$ cat src/rtl/sdi_scr_pkg.sv
package sdi_scr_pkg;

    localparam int CHAR_W   = 10;
    localparam int HIST_LEN = 9;
    localparam int TAP_NEAR = 4;

    typedef enum logic [1:0] {
        PATH_ENCODE  = 2'd0,
        PATH_BYPASS  = 2'd1,
        PATH_RAWMODE = 2'd2
    } path_e;

    function automatic path_e pick_path(input logic bypass, input logic mode_n);
        if (!mode_n)
            return PATH_RAWMODE;
        else if (bypass)
            return PATH_BYPASS;
        return PATH_ENCODE;
    endfunction

    function automatic logic path_is_raw(input path_e p);
        return p != PATH_ENCODE;
    endfunction

endpackage

$ cat src/rtl/sdi_scr_in_stage.sv
module sdi_scr_in_stage
    import sdi_scr_pkg::*;
#(
    parameter int W = CHAR_W
) (
    input  logic         clk,
    input  logic         rst,
    input  logic [W-1:0] char_in,
    input  logic         bypass_req,
    input  logic         raw_mode_n,
    output logic [W-1:0] data_q,
    output path_e        path_q
);

    always_ff @(posedge clk) begin
        if (rst) begin
            data_q <= '0;
            path_q <= PATH_ENCODE;
        end else begin
            data_q <= char_in;
            path_q <= pick_path(bypass_req, raw_mode_n);
        end
    end

endmodule

$ cat src/rtl/sdi_scr_unroll.sv
module sdi_scr_unroll #(
    parameter int W    = 10,
    parameter int HLEN = 9,
    parameter int TAP  = 4
) (
    input  logic [W-1:0]    data,
    input  logic [HLEN-1:0] hist,
    output logic [W-1:0]    scr,
    output logic [HLEN-1:0] hist_next
);

    localparam int EXT = HLEN + W;

    logic [EXT-1:0] ext;

    always_comb begin
        ext = '0;
        for (int j = 0; j < HLEN; j++)
            ext[HLEN-1-j] = hist[j];
        for (int n = 0; n < W; n++)
            ext[HLEN+n] = data[n] ^ ext[HLEN+n-TAP] ^ ext[n];
        for (int n = 0; n < W; n++)
            scr[n] = ext[HLEN+n];
        for (int j = 0; j < HLEN; j++)
            hist_next[j] = ext[EXT-1-j];
    end

endmodule

$ cat src/rtl/sdi_nrzi_unroll.sv
module sdi_nrzi_unroll #(
    parameter int W = 10
) (
    input  logic [W-1:0] nrz,
    input  logic         level,
    output logic [W-1:0] nrzi,
    output logic         level_next
);

    always_comb begin
        logic run;
        run = level;
        for (int n = 0; n < W; n++) begin
            run     = run ^ nrz[n];
            nrzi[n] = run;
        end
        level_next = run;
    end

endmodule

$ cat src/rtl/sdi_scr_out_stage.sv
module sdi_scr_out_stage
    import sdi_scr_pkg::*;
#(
    parameter int W = CHAR_W
) (
    input  logic         clk,
    input  logic         rst,
    input  path_e        path,
    input  logic [W-1:0] raw_word,
    input  logic [W-1:0] enc_word,
    output logic [W-1:0] word_q
);

    logic [W-1:0] sel_word;

    always_comb begin
        unique case (path)
            PATH_ENCODE:  sel_word = enc_word;
            PATH_BYPASS,
            PATH_RAWMODE: sel_word = raw_word;
            default:      sel_word = raw_word;
        endcase
    end

    always_ff @(posedge clk) begin
        if (rst)
            word_q <= '0;
        else
            word_q <= sel_word;
    end

endmodule

$ cat src/rtl/sdi_scrambler_enc.sv
module sdi_scrambler_enc
    import sdi_scr_pkg::*;
#(
    parameter int W    = CHAR_W,
    parameter int HLEN = HIST_LEN,
    parameter int TAP  = TAP_NEAR
) (
    input  logic         clk,
    input  logic         rst,
    input  logic [W-1:0] char_in,
    input  logic         bypass_req,
    input  logic         raw_mode_n,
    output logic [W-1:0] char_out
);

    logic [W-1:0]    data_q;
    path_e           path_q;
    logic            raw_q;
    logic [HLEN-1:0] hist_q;
    logic [HLEN-1:0] hist_d;
    logic            level_q;
    logic            level_d;
    logic [W-1:0]    scr_word;
    logic [W-1:0]    enc_word;

    sdi_scr_in_stage #(.W(W)) u_in (
        .clk        (clk),
        .rst        (rst),
        .char_in    (char_in),
        .bypass_req (bypass_req),
        .raw_mode_n (raw_mode_n),
        .data_q     (data_q),
        .path_q     (path_q)
    );

    assign raw_q = path_is_raw(path_q);

    sdi_scr_unroll #(.W(W), .HLEN(HLEN), .TAP(TAP)) u_scr (
        .data      (data_q),
        .hist      (hist_q),
        .scr       (scr_word),
        .hist_next (hist_d)
    );

    sdi_nrzi_unroll #(.W(W)) u_nrzi (
        .nrz        (scr_word),
        .level      (level_q),
        .nrzi       (enc_word),
        .level_next (level_d)
    );

    always_ff @(posedge clk) begin
        if (rst) begin
            hist_q  <= '0;
            level_q <= 1'b0;
        end else if (!raw_q) begin
            hist_q  <= hist_d;
            level_q <= level_d;
        end
    end

    sdi_scr_out_stage #(.W(W)) u_out (
        .clk      (clk),
        .rst      (rst),
        .path     (path_q),
        .raw_word (data_q),
        .enc_word (enc_word),
        .word_q   (char_out)
    );

endmodule

$ cat config.mk
export PLATFORM = sky130hd
export DESIGN_NAME = sdi_scrambler_enc
export DESIGN_NICKNAME = d
export VERILOG_FILES = /design/src/rtl/sdi_scr_pkg.sv /design/src/rtl/sdi_scr_in_stage.sv /design/src/rtl/sdi_scr_unroll.sv /design/src/rtl/sdi_nrzi_unroll.sv /design/src/rtl/sdi_scr_out_stage.sv /design/src/rtl/sdi_scrambler_enc.sv
export SDC_FILE = /design/constraint.sdc
export NUM_CORES = 1
export LEC_CHECK = 0
export BUFFER_PORTS_ARGS = -buffer_cell sky130_fd_sc_hd__buf_2
export CAP_MARGIN = 15
export CORE_MARGIN = 4
export CORE_UTILIZATION = 55
export DETAILED_ROUTE_END_ITERATION = 7
export GPL_ROUTABILITY_DRIVEN = 0
export GPL_TIMING_DRIVEN = 1
export PLACE_DENSITY = 0.8
export SYNTH_ARGS = -nofsm -noshare
export SYNTH_HDL_FRONTEND = slang
export SYNTH_HIERARCHICAL = 1
export SYNTH_SLANG_ARGS = --single-unit
$ cat constraint.sdc
create_clock -name clk -period 3.6 [get_ports clk]
set_input_delay 0.18 -clock clk [delete_from_list [all_inputs] [get_ports clk]]
set_output_delay 0.18 -clock clk [all_outputs]
set_load 0.02 [all_outputs]
Yosys cells after proc, flatten, opt, wreduce, memory -nomap -nowiden
Cells that the tools add are included.
{"block": "word_totals", "latch_bits": 0, "elab_cells": 48, "ff_bits": 32, "memories": 0, "mem_bits_ro": 0, "mem_bits_rw": 0}
{"block": "op_classes", "add_sub_neg": 0, "n_reduce_logical": 4, "n_mux": 6, "eq_ne": 0, "mul": 0, "shifts": 0, "div_mod_pow": 0, "n_bitwise": 32, "order_cmp": 0}
{"operator": "$xor 1x1->1", "n": 30}
{"operator": "$mux 10", "n": 1}
{"operator": "$mux 2", "n": 2}
{"operator": "$mux 1", "n": 3}
{"operator": "$reduce_or 3->1", "n": 1}
{"operator": "$logic_not 2->1", "n": 1}
{"operator": "$not 1->1", "n": 2}
{"operator": "$reduce_bool 2->1", "n": 1}
{"operator": "$reduce_or 2->1", "n": 1}

Depth between registers and ports, before layout
{"block": "logic_depth", "ltp_word": 13, "mapped_depth": 10}

Hierarchy
The synthesis kept the hierarchy.
{"module": "sdi_scr_out_stage", "n_inst": 1, "area_each_um2": 416.6, "seq_area_each_um2": 200.2, "cells_per_inst": 45}
{"module": "sdi_scrambler_enc", "n_inst": 1, "area_each_um2": 416.6, "seq_area_each_um2": 200.2, "cells_per_inst": 45}
{"module": "sdi_scr_in_stage", "n_inst": 1, "area_each_um2": 362.8, "seq_area_each_um2": 240.2, "cells_per_inst": 25}
{"module": "sdi_scr_unroll", "n_inst": 1, "area_each_um2": 336.6, "seq_area_each_um2": 0.0, "cells_per_inst": 26}
{"module": "sdi_nrzi_unroll", "n_inst": 1, "area_each_um2": 180.2, "seq_area_each_um2": 0.0, "cells_per_inst": 15}

Worst setup path before layout
Ideal clock, no wire load.
{"block": "synth_timing", "path_kind": "register to register", "start": "register hist_q[3]", "end": "register u_out.word_q[9]", "path_stages_with_launch": 9, "t_required_ps": 3530, "setup_slack_ps": 905, "setup_ps": 70, "arrival_ps": 2625, "path_cell_list": "dfxtp_1 > xor3_2 > xor3_2 > xnor3_2 > xnor2_4 > xor2_1 > buf_4 > or3b_1 > a21oi_1"}
{"block": "synth_via", "elab_chain_cells": 13}
{"element": "start, declared", "line_no": "sdi_scrambler_enc.sv:19", "source": "logic [HLEN-1:0] hist_q;"}
{"element": "start signal, assigned", "line_no": "sdi_scrambler_enc.sv:57", "source": "hist_q <= hist_d;"}
{"element": "$xor 1x1->1 (2 in a row)", "line_no": "sdi_scr_unroll.sv:21", "source": "ext[HLEN+n] = data[n] ^ ext[HLEN+n-TAP] ^ ext[n];"}
{"element": "via scr_word[0]", "line_no": "sdi_scrambler_enc.sv:23", "source": "logic [W-1:0] scr_word;"}
{"element": "$xor 1x1->1 (2 in a row)", "line_no": "sdi_nrzi_unroll.sv:14", "source": "run = run ^ nrz[n];"}
{"element": "via enc_word[1]", "line_no": "sdi_scrambler_enc.sv:24", "source": "logic [W-1:0] enc_word;"}
{"element": "$xor 1x1->1 (3 in a row)", "line_no": "sdi_nrzi_unroll.sv:14"}
{"element": "via enc_word[4]", "line_no": "sdi_scrambler_enc.sv:24"}
{"element": "$xor 1x1->1 (2 in a row)", "line_no": "sdi_nrzi_unroll.sv:14"}
{"element": "via enc_word[6]", "line_no": "sdi_scrambler_enc.sv:24"}
{"element": "$xor 1x1->1 (3 in a row)", "line_no": "sdi_nrzi_unroll.sv:14"}
{"element": "via level_d", "line_no": "sdi_scrambler_enc.sv:22", "source": "logic level_d;"}
{"element": "$mux 10", "line_no": "sdi_scr_out_stage.sv:17", "source": "unique case (path)"}
{"element": "end signal, assigned", "line_no": "sdi_scr_out_stage.sv:29", "source": "word_q <= sel_word;"}
{"element": "end, declared", "line_no": "sdi_scr_out_stage.sv:11", "source": "output logic [W-1:0] word_q"}
The timed path passes the listed nets, and every way through them passes these cells.
A chain may end at the register's enable or synchronous reset.

Worst setup path in the final report
Ends and elaborated chain as after synthesis.

==> run metrics <==
status=completed; Wirelength per Cell=14.5 µm; drt drc=0; core area=2880 µm²; Syn Inst Count=156; DP HPWL=2080 µm; FF-to-FF path depth=7; H-tree depth=2; fin crit share=0.777; port bufs=23; number of global-route vias before repair=992; top-count cell post-synth=dfxtp_1; Slew @ Worst Pin=1.14 ns; Antenna Nets Post-Route=0; max-slew violation count=0; R2R Setup Slk=0.80 ns; # diodes=0; worst path cell trace=xor3_2, xor3_2, xnor3_2, xnor2_4, xor2_1, or3b_1, a21oi_1; Yosys reg bits=32; GRT Residual Overflow=0; hold_sp=char_in[5]; largest net degree at the start of global routing=41; worst-path maximum fanout=4; I/O pin cnt=24; clock buffer count from CTS=5; Synth top cells by count=dfxtp_1 (32), a21oi_1 (20), or3b_1 (20); clk root buf=clkbuf_4; DRT Wirelength=3020 µm; kind of end point of the critical path=flop; Netlist cell types=22; hold crit path type=in -> reg; synthesized cell area=1710 µm²; clock tree buffer depth=2; unrepaired setup endpoints after global routing=false; share of layout cells above drive strength 1=0.287; Starting Density=0.595; first-pass iteration count of the detailed router=4; R2R Path End=u_out/word_q[9]; Die H=63.8 µm; P&R area growth vs syn=7.52%; clock sink count=32; Top cell by count, worst path=xor3_2; Syn. warnings=6; Rows=19; Post-synth EDFFs=0; die width=63.8 µm; initial antenna violation count=0; Rel. slew slack=0.238; Final nets=180; hold depth=2; setup TNS=0 ns; worst min-delay path endpoint=u_in/data_q[5]; Layout Skew=0.0120 ns; worst skew pair latency=0.33 ns; first-pass GRT wire length=4970 µm; min Tclk post-route=2.80 ns; largest cells by area after synthesis=dfxtp_1 (37%), or3b_1 (10%), xnor3_1 (6.6%), a21oi_1 (5.8%), xnor2_1 (5.1%); Finish-stage setup viols=0; Yosys top cell by area=dfxtp_1; WS Path Type=reg -> reg; top cell type's share of synthesized area=0.374; CP Launch Point=hist_q[3]; Synth Area per Inst=11.0 µm²; setup bufs post-CTS=0; DR iter-0 viols=32; Worst-path clk slew=0.10 ns; max_cap viols=0; Crit path largest cell delay=0.50 ns; crit path launch type=flop; critical path's slowest cell=xor3_2; Worst Path Arrival=3.06 ns; Synth Net Count=170; Most used DFF post-synth=dfxtp_1; CTS tree=built; worst reg2reg startpoint=hist_q[3]; Via Count=1082; Post-synth ARST share=0; critical path data required time=3.86 ns; Min Hold Slack=0.0539 ns; die area=4070 µm²; highest clock rate=357 MHz; Seq/Total Area, Yosys=0.374; GRT Total Usage=0.161; final hold violations=0; vias per cell=5.18
-- state kept, by name (all words and copies together), names as in the netlist --
name and flops:
hist_q 9, level_q 1, u_in/data_q 10, u_in/path_q 2
u_out/word_q 10
-- cells in the final DEF (no fill, tap or decap), types with 5 or more instances in the layout --
master and instances:
a21oi_1 20, buf_2 23, clkbuf_4 5, dfxtp_1 32, nor2b_2 7, o21ai_0 8
o21ai_1 12, or3b_1 20, xnor2_1 10, xnor3_1 5, xor2_1 10
-- logic make-up (layout without fill, tap and decap cells) --
logic type / Yosys count / after routing / synth area share
AOI/OAI and AO/OA: 40 / 40 / 0.117
DFF: 32 / 32 / 0.374
and+or+nand+nor: 32 / 32 / 0.167
xor gates and xnor gates: 31 / 31 / 0.258
buffers and inverters: 21 / 32 / 0.0840
-- cell type report --
class	count	area [µm²]
fillers	229	1030
multi-input cells	103	928
flip-flops and latches	32	641
repair buffers	24	125
clock buffers	7	65.1
well taps	42	52.6
clock inverters	1	30.0
-- through the flow --
stage           util  setup WS (ns)  instances  cell area, µm²
5_1_grt        0.640          0.661        209            1840
6_report       0.640          0.802        209            1840
3_3_place_gp   0.604          0.956        200            1740
4_1_cts        0.640          0.805        209            1840
2_1_floorplan      -          0.905        156            1710
3_5_place_dp   0.604          0.827        200            1740
-- metal layers --
layer	track usage	vias to the layer above	wire length, µm
met5	0	-	0
met4	0.0728	0	57
met3	0.0473	8	142
met2	0.249	29	1420
met1	0.209	499	1410
li1	-	546	-
-- worst max-delay path by stage --
| stage | slack [ns] | depth (start not counted) | end |
|---|---|---|---|
| after global routing | 0.66 | 7 | u_out/word_q[9] |
| final | 0.80 | 7 | u_out/word_q[9] |
| after CTS | 0.80 | 7 | u_out/word_q[9] |
| after floorplan | 0.90 | 8 | u_out/word_q[9] |
| after detailed placement | 0.83 | 7 | u_out/word_q[9] |
| after global placement | 0.96 | 7 | u_out/word_q[9] |
-- critical path: cells and delay by family, from the launching register on --
kind                      cells  cell delay (ns)
xor gates and xnor gates      5             1.83
AOI/OAI and AO/OA             1             0.15
and+or+nand+nor               1             0.37
DFF                           1             0.37
-- repair_timing --
action,in CTS,in global routing
hold endpoints to repair,1,0
hold buffers,1,0
gates resized for setup,0,0
Power is left out: the tool's default activity adds up to more than one toggle a clock period on the data nets, which glitch-free logic cannot reach.
